==> config.mk <==
export PLATFORM = sky130hd
export DESIGN_NAME = xmem_stretch
export DESIGN_NICKNAME = d
export VERILOG_FILES = /design/src/rtl/xmem_pkg.sv /design/src/rtl/xmem_ctrl.sv /design/src/rtl/xmem_dp.sv /design/src/rtl/xmem_stretch.sv
export SDC_FILE = /design/constraint.sdc
export NUM_CORES = 1
export LEC_CHECK = 0
export BUFFER_PORTS_ARGS = -buffer_cell sky130_fd_sc_hd__buf_4
export CAP_MARGIN = 0
export CORE_MARGIN = 2
export CORE_UTILIZATION = 49
export DETAILED_ROUTE_END_ITERATION = 16
export GPL_ROUTABILITY_DRIVEN = 0
export GPL_TIMING_DRIVEN = 0
export PLACE_DENSITY = 0.84
export SLEW_MARGIN = 20
export SYNTH_ARGS = -nofsm -noshare
export SYNTH_HDL_FRONTEND = slang
export SYNTH_SLANG_ARGS = --single-unit
==> constraint.sdc <==
create_clock -name clk -period 2.02 [get_ports clk]
set_input_delay 0.404 -clock clk [delete_from_list [all_inputs] [get_ports clk]]
set_output_delay 0.404 -clock clk [all_outputs]
set_load 0.02 [all_outputs]
==> src/rtl/xmem_pkg.sv <==
package xmem_pkg;
  // Strobes from control to datapath
  typedef struct packed {
    logic load;     // request accepted this edge
    logic active;   // address window open
    logic isWrite;  // current cycle is a write
    logic rdStb;    // read strobe
    logic wrStb;    // write strobe
    logic capture;  // sample read data this edge
  } xmemCtl_t;
endpackage

==> src/rtl/xmem_ctrl.sv <==
module xmem_ctrl
  import xmem_pkg::*;
#(
  parameter int STRETCH_W   = 3,
  parameter int RST_STRETCH = 1
) (
  input  logic                 clk,
  input  logic                 rstN,
  input  logic                 cfgWe,
  input  logic [STRETCH_W-1:0] cfgStretch,
  input  logic                 reqValid,
  input  logic                 reqWrite,
  output xmemCtl_t             ctl,
  output logic                 busy,
  output logic                 done
);
  localparam int CW = STRETCH_W + 1;

  logic [STRETCH_W-1:0] stretchReg;
  logic [STRETCH_W-1:0] curS;
  logic [CW-1:0]        cnt;
  logic                 active;
  logic                 isWr;
  logic                 doneQ;

  logic [CW-1:0] lastIdx;
  logic [CW-1:0] wrEnd;
  logic          accept;
  logic          lastClk;

  always_comb begin
    lastIdx = isWr ? ({1'b0, curS} + CW'(1)) : {1'b0, curS};
    wrEnd   = (curS < STRETCH_W'(2)) ? CW'(1) : {1'b0, curS};
    accept  = reqValid && !active;
    lastClk = active && (cnt == lastIdx);
  end

  always_ff @(posedge clk) begin
    if (!rstN) begin
      stretchReg <= STRETCH_W'(RST_STRETCH);
    end else if (cfgWe) begin
      stretchReg <= cfgStretch;
    end
  end

  always_ff @(posedge clk) begin
    if (!rstN) begin
      active <= 1'b0;
      isWr   <= 1'b0;
      curS   <= '0;
      cnt    <= '0;
      doneQ  <= 1'b0;
    end else begin
      doneQ <= lastClk;
      if (accept) begin
        active <= 1'b1;
        isWr   <= reqWrite;
        curS   <= stretchReg;
        cnt    <= '0;
      end else if (lastClk) begin
        active <= 1'b0;
        cnt    <= '0;
      end else if (active) begin
        cnt <= cnt + CW'(1);
      end
    end
  end

  always_comb begin
    ctl.load    = accept;
    ctl.active  = active;
    ctl.isWrite = isWr;
    ctl.rdStb   = active && !isWr;
    ctl.wrStb   = active && isWr && (cnt != '0) && (cnt <= wrEnd);
    ctl.capture = lastClk && !isWr;
  end

  assign busy = active;
  assign done = doneQ;
endmodule

==> src/rtl/xmem_dp.sv <==
module xmem_dp
  import xmem_pkg::*;
#(
  parameter int ADDR_W = 16,
  parameter int DATA_W = 8
) (
  input  logic              clk,
  input  logic              rstN,
  input  xmemCtl_t          ctl,
  input  logic              reqWrite,
  input  logic [ADDR_W-1:0] reqAddr,
  input  logic [DATA_W-1:0] reqWdata,
  input  logic [DATA_W-1:0] memRdata,
  output logic [ADDR_W-1:0] memAddr,
  output logic [DATA_W-1:0] memWdata,
  output logic              memRd,
  output logic              memWr,
  output logic [DATA_W-1:0] rdData
);
  logic [ADDR_W-1:0] addrQ;
  logic [DATA_W-1:0] wdataQ;
  logic [DATA_W-1:0] rdataQ;

  always_ff @(posedge clk) begin
    if (!rstN) begin
      addrQ  <= '0;
      wdataQ <= '0;
      rdataQ <= '0;
    end else begin
      if (ctl.load) begin
        addrQ  <= reqAddr;
        wdataQ <= reqWrite ? reqWdata : '0;
      end
      if (ctl.capture) begin
        rdataQ <= memRdata;
      end
    end
  end

  assign memAddr  = ctl.active ? addrQ : '0;
  assign memWdata = (ctl.active && ctl.isWrite) ? wdataQ : '0;
  assign memRd    = ctl.rdStb;
  assign memWr    = ctl.wrStb;
  assign rdData   = rdataQ;
endmodule

==> src/rtl/xmem_stretch.sv <==
module xmem_stretch
  import xmem_pkg::*;
#(
  parameter int ADDR_W      = 16,
  parameter int DATA_W      = 8,
  parameter int STRETCH_W   = 3,
  parameter int RST_STRETCH = 1
) (
  input  logic                 clk,
  input  logic                 rstN,
  input  logic                 cfgWe,
  input  logic [STRETCH_W-1:0] cfgStretch,
  input  logic                 reqValid,
  input  logic                 reqWrite,
  input  logic [ADDR_W-1:0]    reqAddr,
  input  logic [DATA_W-1:0]    reqWdata,
  output logic                 busy,
  output logic                 done,
  output logic [DATA_W-1:0]    rdData,
  output logic [ADDR_W-1:0]    memAddr,
  output logic                 memRd,
  output logic                 memWr,
  output logic [DATA_W-1:0]    memWdata,
  input  logic [DATA_W-1:0]    memRdata
);
  xmemCtl_t ctl;

  xmem_ctrl #(
    .STRETCH_W  (STRETCH_W),
    .RST_STRETCH(RST_STRETCH)
  ) u_ctrl (
    .clk       (clk),
    .rstN      (rstN),
    .cfgWe     (cfgWe),
    .cfgStretch(cfgStretch),
    .reqValid  (reqValid),
    .reqWrite  (reqWrite),
    .ctl       (ctl),
    .busy      (busy),
    .done      (done)
  );

  xmem_dp #(
    .ADDR_W(ADDR_W),
    .DATA_W(DATA_W)
  ) u_dp (
    .clk     (clk),
    .rstN    (rstN),
    .ctl     (ctl),
    .reqWrite(reqWrite),
    .reqAddr (reqAddr),
    .reqWdata(reqWdata),
    .memRdata(memRdata),
    .memAddr (memAddr),
    .memWdata(memWdata),
    .memRd   (memRd),
    .memWr   (memWr),
    .rdData  (rdData)
  );
endmodule

# After elaboration in Yosys (flattened, before gate mapping)
# Cells that the tools add are included.
# totals
ff_bits	45
out_inout_bits	36
in_bits	40
# op_classes
n_addsub	2
n_bitwise	1
reduce_logical	12
magnitude_cmp	2
muxes	7
eq_ne	1
# op_table
cell	count
2-to-1 mux 16 bit	1
2-to-1 mux 8 bit	2
logical AND 1 bit	7
adder 3 x 1 -> 4 bit, second input constant	1
adder 4 x 1 -> 4 bit, second input constant	1
equality test 4 bit	1
less-or-equal comparator 4 bit	1
2-to-1 mux 4 bit	1
nonzero test 4 bit	1
less-than comparator 3 x 2 -> 1 bit, second input constant	1
2-to-1 mux 3 bit	1
OR reduction 3 bit	1
zero test 1 bit	2
2-to-1 mux 1 bit	2
nonzero test 2 bit	1
inverter 1 bit	1

# Longest topological paths before layout
# Gate-level depths: netlist (run 1).
# depth
depth_word	6
ltp_mapped	6
mapped_depth_nobuf	6

# By module
# From an unflattened synthesis (run 1), not the netlist that was laid out.
# unflattened
hier_cells	227
hier_area_um2	2173.3
# by_module_without_submodules
module	cells_each	n_inst	seq_area_each_um2	area_per_inst_um2
xmem_dp	142	1	640.6	1418.9
xmem_ctrl	85	1	260.2	754.5

# Least setup slack after synthesis (run 1)
# No wires, ideal clock.
# synth_timing
path_kind	reg2out
startpoint	reg u_ctrl.curS[1]
endpoint	out memWr
arrival_time_ns	1.379
t_required_ns	1.616
stages_incl_launch_ff	7
setup_slack_ns	0.237
path_cell_list	dfxtp_1 inv_1 ha_1 nor2b_1 o21ai_0 nand2b_1 a21oi_1
# synth_via
elab_chain_len	4
# synth_lines
item	line_no	text
start: declaration	xmem_ctrl.sv:20	logic [STRETCH_W-1:0] curS;
start signal: assignment	xmem_ctrl.sv:58	curS <= stretchReg;
less-than comparator 3 x 2 -> 1 bit	xmem_ctrl.sv:33	wrEnd = (curS < STRETCH_W'(2)) ? CW'(1) : {1'b0, curS};
2-to-1 mux 3 bit *	xmem_ctrl.sv:33	
less-or-equal comparator 4 bit *	xmem_ctrl.sv:74	ctl.wrStb = active && isWr && (cnt != '0) && (cnt <= wrEnd);
logical AND 1 bit *	xmem_ctrl.sv:74	
end: declaration	xmem_stretch.sv:22	output logic memWr,
# Mark *: on every way between the ends. The rest lies on a longest branch, timed or not.

# Final worst setup path (run 1)
# layout_timing
startpoint	reg u_ctrl.cnt[0]
endpoint	out memWr
# layout_via
elab_chain_len	3
elab_cells_between_ends	4
classes_between	order compare: 1; reduce/logical: 3
# layout_lines
item	line_no	text
start: declaration	xmem_ctrl.sv:21	logic [CW-1:0] cnt;
start signal: assignment	xmem_ctrl.sv:64	cnt <= cnt + CW'(1);
branches (longest 2 deep; another with less-or-equal comparator 4 bit)	-	
logical AND 1 bit *	xmem_ctrl.sv:74	
# Every way passes the cells marked *.

==> impl_metrics.tcl, run 1 <==
set metrics [dict create \
    synthesis.area_mm2 0.00209 \
    clk_path_buf_depth 2 \
    synthArstFlopShare_pct 0 \
    vias 1971 \
    status "completed" \
    setup_slack_placement_ps 36.0 \
    rr_worst_depth 6 \
    synth.area.top_cells "sky130_fd_sc_hd__dfxtp_1 43%, sky130_fd_sc_hd__nand2_1 12%, sky130_fd_sc_hd__a21boi_1 10%" \
    syn_avg_cell_area_um2 8.41 \
    wire_per_inst_um 13.2 \
    synthMostInstantiatedCell "sky130_fd_sc_hd__nand2_1" \
    drt-vias-per-instance 5.16 \
    launch_instance_of_the_worst_register_to_register_path "u_ctrl.curS[1]" \
    crit_path_start "u_ctrl.cnt[0]" \
    topRoutingLayerUsed "met4" \
    row_count 23 \
    worst_clock_skew_ps 7.01 \
    portBuffers 74 \
    synth-edff-count 0 \
    area_of_the_die_mm2 0.00481 \
    htree_levels 2 \
    post_layout_nonfiller_instances 382 \
    cts_buffer_count 5 \
    critical_path_required_ps 1620 \
    wl_met2_um 2430 \
    timing.critical_path.from_type "register" \
    grt.total_usage_pct 21.1 \
    clock_sink_count 45 \
    post_synthesis_net_count 295 \
    ios 76 \
    totalPowerFinal_mw 1.92 \
    hold_class "in2reg" \
    synth_flop_cell "sky130_fd_sc_hd__dfxtp_1" \
    drt_wl_total_um 5040 \
    first_pass_grt_wire_length_um 8390 \
    syn2layout_area_growth_pct 36.3 \
    crit_type "reg2out" \
    critical_path_peak_fanout 5 \
    cts_tree "done" \
    fmaxAchievable_mhz 502 \
    timing.max_cap.violations 0 \
    post-route-period-util_pct 98.6 \
    root_buffer "sky130_fd_sc_hd__clkbuf_8" \
    design_area_final_mm2 0.00285 \
    n_antenna_cell 0 \
    die_x_um 69.4 \
    initial_core_util_pct 51.6 \
    finalNetCount 378 \
    dr.pass1.iters 4 \
    cellLeakagePower_nw 1.28 \
    power-per-cell-area_mw_per_mm2 671 \
    grt_antenna_before_repair 0 \
    final_core_util_pct 70.3 \
    element_type_at_the_critical_path_end "primary output" \
    globalRoute.totalOverflow 0 \
    synth.yosys.warnings 0 \
    netlist_top_cells_count "69 x sky130_fd_sc_hd__nand2_1, 45 x sky130_fd_sc_hd__dfxtp_1, 28 x sky130_fd_sc_hd__a21boi_1" \
    worst_hold_slack_ps 319 \
    setup_viol 0 \
    floorplan.die.height_um 69.4 \
    synth_cells 249 \
    worst_slack_ps 27.3 \
    cp.arrival_ps 1590 \
    worstReg2RegEnd "u_ctrl.cnt[3]" \
    placedCellCount 373 \
    placed_cell_area_mm2 0.00271 \
    cts_hold_repair.buffers 0 \
    post-synth-top-area-fraction_pct 43.0 \
    drv_slew 0 \
    ys_seq_elements 45 \
    totalNegativeSetupSlack_ps 0 \
    min-delay-start "cfgStretch[0]" \
    hold_path_end "u_ctrl.stretchReg[0]" \
    maximum_number_of_pins_on_one_net_before_global_route_repair 14 \
    share_of_cells_above_drive_strength_1_pct 27.7 \
    post_synthesis_sequential_area_ratio_pct 43.0 \
    route.met3.wl_um 346 \
    floorplan.core_area_mm2 0.00406 \
    via_count_of_the_first_global_routing_pass 1915 \
    timing.final.hold_violations 0 \
    min_delay_path_depth 3 \
    wirelength_met1_um 2200 \
    drt_iter0_markers 60 \
    post-route-drc-count 0 \
    clock_insertion_delay_worst_skew_ps 300 \
    ff2ff_setup_slack_ps 210 \
    grt_setup_unrepaired "true" \
    timing_worst_slew_pin_value_ps 554 \
    yosysUniqueCellTypes 27 \
    yosys.area.top_type "sky130_fd_sc_hd__dfxtp_1" \
    finalCriticalPeriod_ps 1990 \
    worst_slew_margin_rel_pct 62.8 \
    power.ir.vdd_worst_uv 555 \
    worst_setup_hold_path_clk_slew_ps 80 \
    dp_hpwl_um 3650 \
    detail-route-antenna-nets 0 \
]
==> logic make-up after synthesis <==
kind of cell               count (synthesis)  synth area share, %
buffers and inverters                     22                 3.94
muxes                                     12                 5.73
adders and majority gates                  6                 3.58
AOI/OAI and AO/OA                         37                 13.2
DFF                                       45                 43.0
and+or+nand+nor                          119                 27.2
xor gates and xnor gates                   8                 3.35
==> cell type report <==
| type | count | area, um2 |
|---|---|---|
| plain buffers | 16 | 62.6 |
| clock buffers | 6 | 82.6 |
| clock inverters | 1 | 7.51 |
| fillers | 336 | 1200 |
| inverters | 6 | 22.5 |
| multi-input cells | 182 | 1130 |
| flip-flops and latches | 45 | 906 |
| well taps | 50 | 62.6 |
| repair buffers | 76 | 583 |
==> layer usage <==
layer / track usage [%] / up-vias
met5: 0 / -
met4: 6.10 / 0
met3: 7.41 / 10
li1: - / 985
met2: 36.6 / 53
met1: 24.4 / 923
==> cell usage in the layout (no fill, tap or decap), types with 6 or more instances in the layout <==
cell type                  synthesis  layout
sky130_fd_sc_hd__a21boi_1         28      28
sky130_fd_sc_hd__and2_1           17      17
sky130_fd_sc_hd__and3_1            8       8
sky130_fd_sc_hd__buf_4             0      75
sky130_fd_sc_hd__clkbuf_1         16      14
sky130_fd_sc_hd__clkbuf_8          0       6
sky130_fd_sc_hd__dfxtp_1          45      43
sky130_fd_sc_hd__ha_1              6       6
sky130_fd_sc_hd__mux2i_1          12      12
sky130_fd_sc_hd__nand2_1          69      69
sky130_fd_sc_hd__nand3_1          11      11
==> registers in the layout (all words and copies together) (netlist names) <==
name	flops
u_ctrl.isWr	1
u_dp.rdData	8
u_ctrl.curS	3
u_ctrl.cnt	4
u_ctrl.stretchReg	3
u_dp.addrQ	16
u_ctrl.done	1
u_dp.wdataQ	8
u_ctrl.busy	1
==> worst max-delay path, stage by stage, from the launching register on <==
cell and delay, ps:
sky130_fd_sc_hd__dfxtp_1 430, sky130_fd_sc_hd__inv_1 140, sky130_fd_sc_hd__ha_1 220, sky130_fd_sc_hd__a21oi_1 140, sky130_fd_sc_hd__nand3_1 100, sky130_fd_sc_hd__a21oi_2 130, sky130_fd_sc_hd__buf_4 150
==> how the worst max path moves through the flow <==
stage | slack [ps] | cells past startpoint | endpoint
after floorplan | 240 | 6 | memWr
after global placement | 90 | 4 | u_dp.rdData[1]
after detailed placement | 40 | 4 | u_dp.rdData[3]
after CTS | 3 | 4 | memAddr[3]
after global routing | -70 | 6 | memWr
final | 30 | 6 | memWr
==> timing repair <==
item	in CTS	in global routing
endpoints found under the setup margin	11	24
pin swaps	0	1
resized for setup	5	4
setup buffers	1	1
==> where the power goes <==
group	switching, mW	internal (mW)
logic	0.201	0.181
registers	0.0322	0.938
clock network	0.295	0.270
No activity file was read; power rests on OpenSTA's default activity.
==> inputs of run 2 (changes only) <==
==> constraint.sdc (replaced) <==
create_clock -name clk -period 2.02 [get_ports clk]
set_input_delay 0.404 -clock clk [delete_from_list [all_inputs] [get_ports clk]]
set_output_delay 0.404 -clock clk [all_outputs]
set_load 0.1 [all_outputs]
==> impl_metrics.tcl, run 2 (synthesis gave the netlist of run 1 again) <==
set metrics [dict create \
    syn2layout_area_growth_pct 45.0 \
    commonest_cells_after_routing_fill_and_taps_aside "69 x sky130_fd_sc_hd__nand2_1, 65 x sky130_fd_sc_hd__buf_4, 39 x sky130_fd_sc_hd__dfxtp_1" \
    vias 1974 \
    wire_per_inst_um 13.5 \
    cellLeakagePower_nw 1.34 \
    critical_path_required_ps 1620 \
    timing_worst_slew_pin_value_ps 534 \
    crit_type "reg2out" \
    via_count_of_the_first_global_routing_pass 1963 \
    failed_checks "negative setup slack" \
    detail-route-antenna-nets 0 \
    worst_hold_slack_ps 328 \
    setup_viol 1 \
    dp_hpwl_um 3510 \
    grt_setup_unrepaired "true" \
    worst_clock_skew_ps 6.69 \
    timing.critical_path.from_type "register" \
    floorplan.core_area_mm2 0.00406 \
    row_count 23 \
    worst_setup_hold_path_clk_slew_ps 80 \
    critical_path_peak_fanout 5 \
    cts_buffer_count 5 \
    cts_tree "done" \
    power.ir.vdd_worst_uv 669 \
    initial_core_util_pct 51.6 \
    status "finished, violations left" \
    final.fill_count 287 \
    power-per-cell-area_mw_per_mm2 741 \
    clk_path_buf_depth 2 \
    root_buffer "sky130_fd_sc_hd__clkbuf_8" \
    ff_latch_area_um2 921 \
    crit_path_start "u_ctrl.curS[0]" \
    timing.max_cap.violations 0 \
    share_of_cells_above_drive_strength_1_pct 36.5 \
    most_common_library_cell_in_the_layout_ignoring_fill_and_taps "sky130_fd_sc_hd__nand2_1" \
    min-delay-start "cfgStretch[0]" \
    worst_slew_margin_rel_pct 64.1 \
    clock_insertion_delay_worst_skew_ps 300 \
    post-route-drc-count 0 \
    n_antenna_cell 0 \
    finalCriticalPeriod_ps 2030 \
    launch_instance_of_the_worst_register_to_register_path "u_ctrl.curS[1]" \
    drt_wl_total_um 5200 \
    fmaxAchievable_mhz 494 \
    cp.arrival_ps 1620 \
    die_x_um 69.4 \
    area_of_combinational_cells_with_multiple_inputs_mm2 0.00120 \
    drt-vias-per-instance 5.14 \
    first_pass_grt_wire_length_um 8660 \
    regMostFlops "u_dp.addrQ" \
    totalPowerFinal_mw 2.25 \
    globalRoute.totalOverflow 0 \
    grt_antenna_before_repair 0 \
    maximum_number_of_pins_on_one_net_before_global_route_repair 15 \
    portBuffers 74 \
    drv_slew 0 \
    area_of_the_die_mm2 0.00481 \
    timing.final.hold_violations 0 \
    worst_slack_ps -5.98 \
    grt.total_usage_pct 22.2 \
    clock_sink_count 45 \
    element_type_at_the_critical_path_end "primary output" \
    ios 76 \
    cts_hold_repair.buffers 0 \
    number_of_flip_flops_in_the_largest_register 16 \
    post-route-period-util_pct 100 \
    dr.pass1.iters 4 \
    hold_class "in2reg" \
    drt_iter0_markers 74 \
    finalNetCount 379 \
    floorplan.die.height_um 69.4 \
    htree_levels 2 \
]
[run 2: cell types whose count changed in the layout (fill, tap and decap cells not counted), moves of 2 or more]
cell                      previous run  this run
sky130_fd_sc_hd__ha_1                6         4
sky130_fd_sc_hd__buf_4              75        65
sky130_fd_sc_hd__and3_1              8         3
sky130_fd_sc_hd__inv_4               0         2
sky130_fd_sc_hd__and2_4              0         8
sky130_fd_sc_hd__and2_2              0         2
sky130_fd_sc_hd__dfxtp_1            43        39
sky130_fd_sc_hd__and3_2              0         5
sky130_fd_sc_hd__inv_1               5         3
sky130_fd_sc_hd__and2_1             17         7
sky130_fd_sc_hd__dfxtp_4             1         5
sky130_fd_sc_hd__buf_6               0        10
[run 2: where the power goes]
part | total, mW | internal (mW) | switching [mW] | leakage [nW]
combinational | 0.577 | 0.199 | 0.378 | 0.908
clock | 0.705 | 0.403 | 0.302 | 0.0617
sequential | 0.969 | 0.936 | 0.0333 | 0.372
[run 2: metrics by stage]
stage	instances	TNS, ps	instance area, um2	utilization (%)	setup WS, ps
after floorplan	249	-22.8	2150	-	-22.8
after global placement	373	-13.4	2760	68.1	-7.95
after detailed placement	373	0	2760	68.1	5.14
after CTS	383	-55.6	2970	73.3	-55.2
after global routing	384	-76.8	3040	74.8	-76.8
final	384	-5.98	3040	74.8	-5.98
[run 2: routing by layer]
layer	wire (um)	GRT usage [%]	up-vias
li1	-	-	990
met1	2180	26.3	899
met2	2500	36.5	73
met3	394	8.14	12
met4	120	8.50	0
met5	0	0	-
[run 2: worst max-delay path, stage by stage (launching register included)]
cell and delay [ps]:
sky130_fd_sc_hd__dfxtp_4 370, sky130_fd_sc_hd__o21bai_1 160, sky130_fd_sc_hd__ha_2 330, sky130_fd_sc_hd__nand3_2 100
sky130_fd_sc_hd__a21oi_4 180, sky130_fd_sc_hd__buf_12 190
[run 2: area by class of cell]
cell class                      count  area share, %
Buffer                             16           2.18
Clock buffer                        6           2.72
Clock inverter                      2           1.19
Inverter                            6          0.824
Multi-Input combinational cell    182           39.6
Sequential cell                    45           30.3
Tap cell                           50           2.06
Timing Repair Buffer               77           21.1
[run 2: path summary, 6_finish.rpt]
| kind | cells after the start | to | slack [ps] |
|---|---|---|---|
| min reg2reg | 2 | u_dp.wdataQ[5] | 450 |
| max reg2reg | 6 | u_ctrl.done | 180 |
| max | 5 | memWr | -6 |
| min | 3 | u_ctrl.stretchReg[0] | 330 |
[run 2: repair_timing]
item,CTS,global route
resized for setup,25,12
pin swaps,3,5
buffers inserted,2,1
hold endpoints to repair,0,0
endpoints found under the setup margin,13,24
==> inputs of run 3 (changes only) <==
--- a/config.mk
+++ b/config.mk
@@ -7,12 +7,12 @@
 export LEC_CHECK = 0
 export BUFFER_PORTS_ARGS = -buffer_cell sky130_fd_sc_hd__buf_4
 export CAP_MARGIN = 0
-export CORE_MARGIN = 2
-export CORE_UTILIZATION = 49
+export CORE_MARGIN = 3
+export CORE_UTILIZATION = 50
 export DETAILED_ROUTE_END_ITERATION = 16
 export GPL_ROUTABILITY_DRIVEN = 0
 export GPL_TIMING_DRIVEN = 0
-export PLACE_DENSITY = 0.84
+export PLACE_DENSITY = 0.86
 export SLEW_MARGIN = 20
 export SYNTH_ARGS = -nofsm -noshare
 export SYNTH_HDL_FRONTEND = slang
==> constraint.sdc (replaced) <==
create_clock -name clk -period 2.4 [get_ports clk]
set_input_delay 0.48 -clock clk [delete_from_list [all_inputs] [get_ports clk]]
set_output_delay 0.48 -clock clk [all_outputs]
set_load 0.1 [all_outputs]
==> impl_metrics.tcl, run 3 (synthesis gave the netlist of run 1 again) <==
set metrics [dict create \
    status "completed" \
    maximum_number_of_pins_on_one_net_before_global_route_repair 15 \
    drt-vias-per-instance 5.11 \
    internal_power_mw 1.25 \
    number_of_flip_flops_in_the_largest_register 16 \
    element_type_at_the_critical_path_end "primary output" \
    drt_iter0_markers 75 \
    final.fill_count 313 \
    die_x_um 70.7 \
    dr.pass1.iters 4 \
    timing.critical_path.from_type "register" \
    detail-route-antenna-nets 0 \
    worst_hold_slack_ps 397 \
    grt_antenna_before_repair 0 \
    power-per-cell-area_mw_per_mm2 646 \
    timing.max_cap.violations 0 \
    row_count 22 \
    post-route-drc-count 0 \
    worst_slew_margin_rel_pct 52.6 \
    p_clk_share_pct 31.2 \
    cts_hold_repair.buffers 0 \
    n_antenna_cell 0 \
    first_pass_grt_wire_length_um 8110 \
    drt_wl_total_um 4950 \
    globalRoute.totalOverflow 0 \
    timing.final.hold_violations 0 \
    vias 1933 \
    htree_levels 2 \
    initial_core_util_pct 54.4 \
    placedCellCount 371 \
    part_of_the_total_power_dissipated_in_combinational_logic_pct 24.1 \
    floorplan.core_area_mm2 0.00385 \
    hold_class "in2reg" \
    area_of_the_die_mm2 0.00500 \
    share_of_cells_above_drive_strength_1_pct 30.3 \
    worst_slack_ps 162 \
    ios 76 \
    clock_sink_count 45 \
    power.ir.vdd_worst_uv 455 \
    worst_setup_hold_path_clk_slew_ps 80 \
    drv_slew 0 \
    cellLeakagePower_nw 1.28 \
    most_common_library_cell_in_the_layout_ignoring_fill_and_taps "sky130_fd_sc_hd__buf_4" \
    clock_insertion_delay_worst_skew_ps 300 \
    crit_type "reg2out" \
    totalPowerFinal_mw 1.84 \
    floorplan.die.height_um 70.7 \
    portBuffers 74 \
    fmaxAchievable_mhz 447 \
    clk_path_buf_depth 2 \
    post-route-period-util_pct 93.2 \
    via_count_of_the_first_global_routing_pass 1798 \
    commonest_cells_after_routing_fill_and_taps_aside "73 x sky130_fd_sc_hd__buf_4, 69 x sky130_fd_sc_hd__nand2_1, 42 x sky130_fd_sc_hd__dfxtp_1" \
    cts_tree "done" \
    dp_hpwl_um 3760 \
    timing_worst_slew_pin_value_ps 706 \
    root_buffer "sky130_fd_sc_hd__clkbuf_8" \
    finalNetCount 375 \
    worst_clock_skew_ps 9.16 \
    critical_path_peak_fanout 6 \
    grt.total_usage_pct 20.1 \
    setup_slack_placement_ps 364 \
    p_switching_mw 0.592 \
    post_layout_nonfiller_instances 378 \
    regMostFlops "u_dp.addrQ" \
    sequentialPowerShare_pct 44.6 \
    power.switching_fraction_pct 32.2 \
    cp.arrival_ps 1760 \
    wire_per_inst_um 13.1 \
    setup_viol 0 \
    finalCriticalPeriod_ps 2240 \
    syn2layout_area_growth_pct 35.8 \
    cts_buffer_count 5 \
    grt_setup_unrepaired "false" \
    critical_path_required_ps 1920 \
]
run 3: changes by cell type in the layout (fill, tap and decap cells not counted), sizes merged:
cell | previous run | this run
buf | 77 | 74
inv | 7 | 6
clkinv | 0 | 1
clkbuf | 22 | 21
run 3: final timing paths:
check / cells after the start / end / from / slack [ps]
hold reg to reg: 2 / u_ctrl.curS[1] / u_ctrl.stretchReg[1] / 450
setup / recovery: 7 / memWr / u_ctrl.curS[1] / 160
hold / removal: 3 / u_ctrl.stretchReg[0] / cfgStretch[0] / 400
setup reg to reg: 4 / u_dp.rdData[1] / u_ctrl.curS[0] / 460
run 3: metal layers:
layer  track usage (%)  share of wire (%)  vias up
met1              25.3                 44      884
met5                 0                  0        -
met3              5.26                5.8       12
met4              7.31                2.0        0
li1                  -                  -      982
met2              33.3                 48       55
run 3: worst max-delay path: stages (launching register included):
cell and delay, ps:
sky130_fd_sc_hd__dfxtp_2 390, sky130_fd_sc_hd__inv_1 60, sky130_fd_sc_hd__ha_1 280, sky130_fd_sc_hd__nor2b_1 140, sky130_fd_sc_hd__o21ai_0 140, sky130_fd_sc_hd__nand2b_1 80, sky130_fd_sc_hd__a21oi_2 130, sky130_fd_sc_hd__buf_6 230
run 3: layout make-up:
cell class	instances	area [um2]	share of cell area, %
repair buffers	74	559	19.7
well taps	48	60.1	2.11
inverters	6	22.5	0.792
plain buffers	15	56.3	1.98
clock buffers	6	72.6	2.55
multi-input cells	182	1130	39.7
flip-flops and latches	45	905	31.8
clock inverters	2	38.8	1.36
run 3: per-stage QoR:
| stage | cell area, um2 | utilization [%] | setup TNS (ps) |
|---|---|---|---|
| finish | 2840 | 73.8 | 0 |
| global route | 2840 | 73.8 | 0 |
| CTS | 2840 | 73.7 | 0 |
| detailed placement | 2730 | 70.8 | 0 |
| global placement | 2730 | 70.8 | 0 |
| floorplan | 2110 | - | -28.5 |
run 3: power by group through the flow:
stage          Sequential, mW  Clock, mW  Combinational (mW)
3_5_place_dp            0.833          0               0.452
2_1_floorplan           0.921          0               0.232
6_report                0.820      0.574               0.444
4_1_cts                 0.816      0.580               0.453
5_1_grt                 0.827      0.616               0.475
3_3_place_gp            0.831          0               0.444
run 3: what timing repair did:
| action | in CTS | in global routing |
|---|---|---|
| endpoints found under the setup margin | 0 | 11 |
| setup buffers | 0 | 0 |
| gates resized for setup | 0 | 3 |
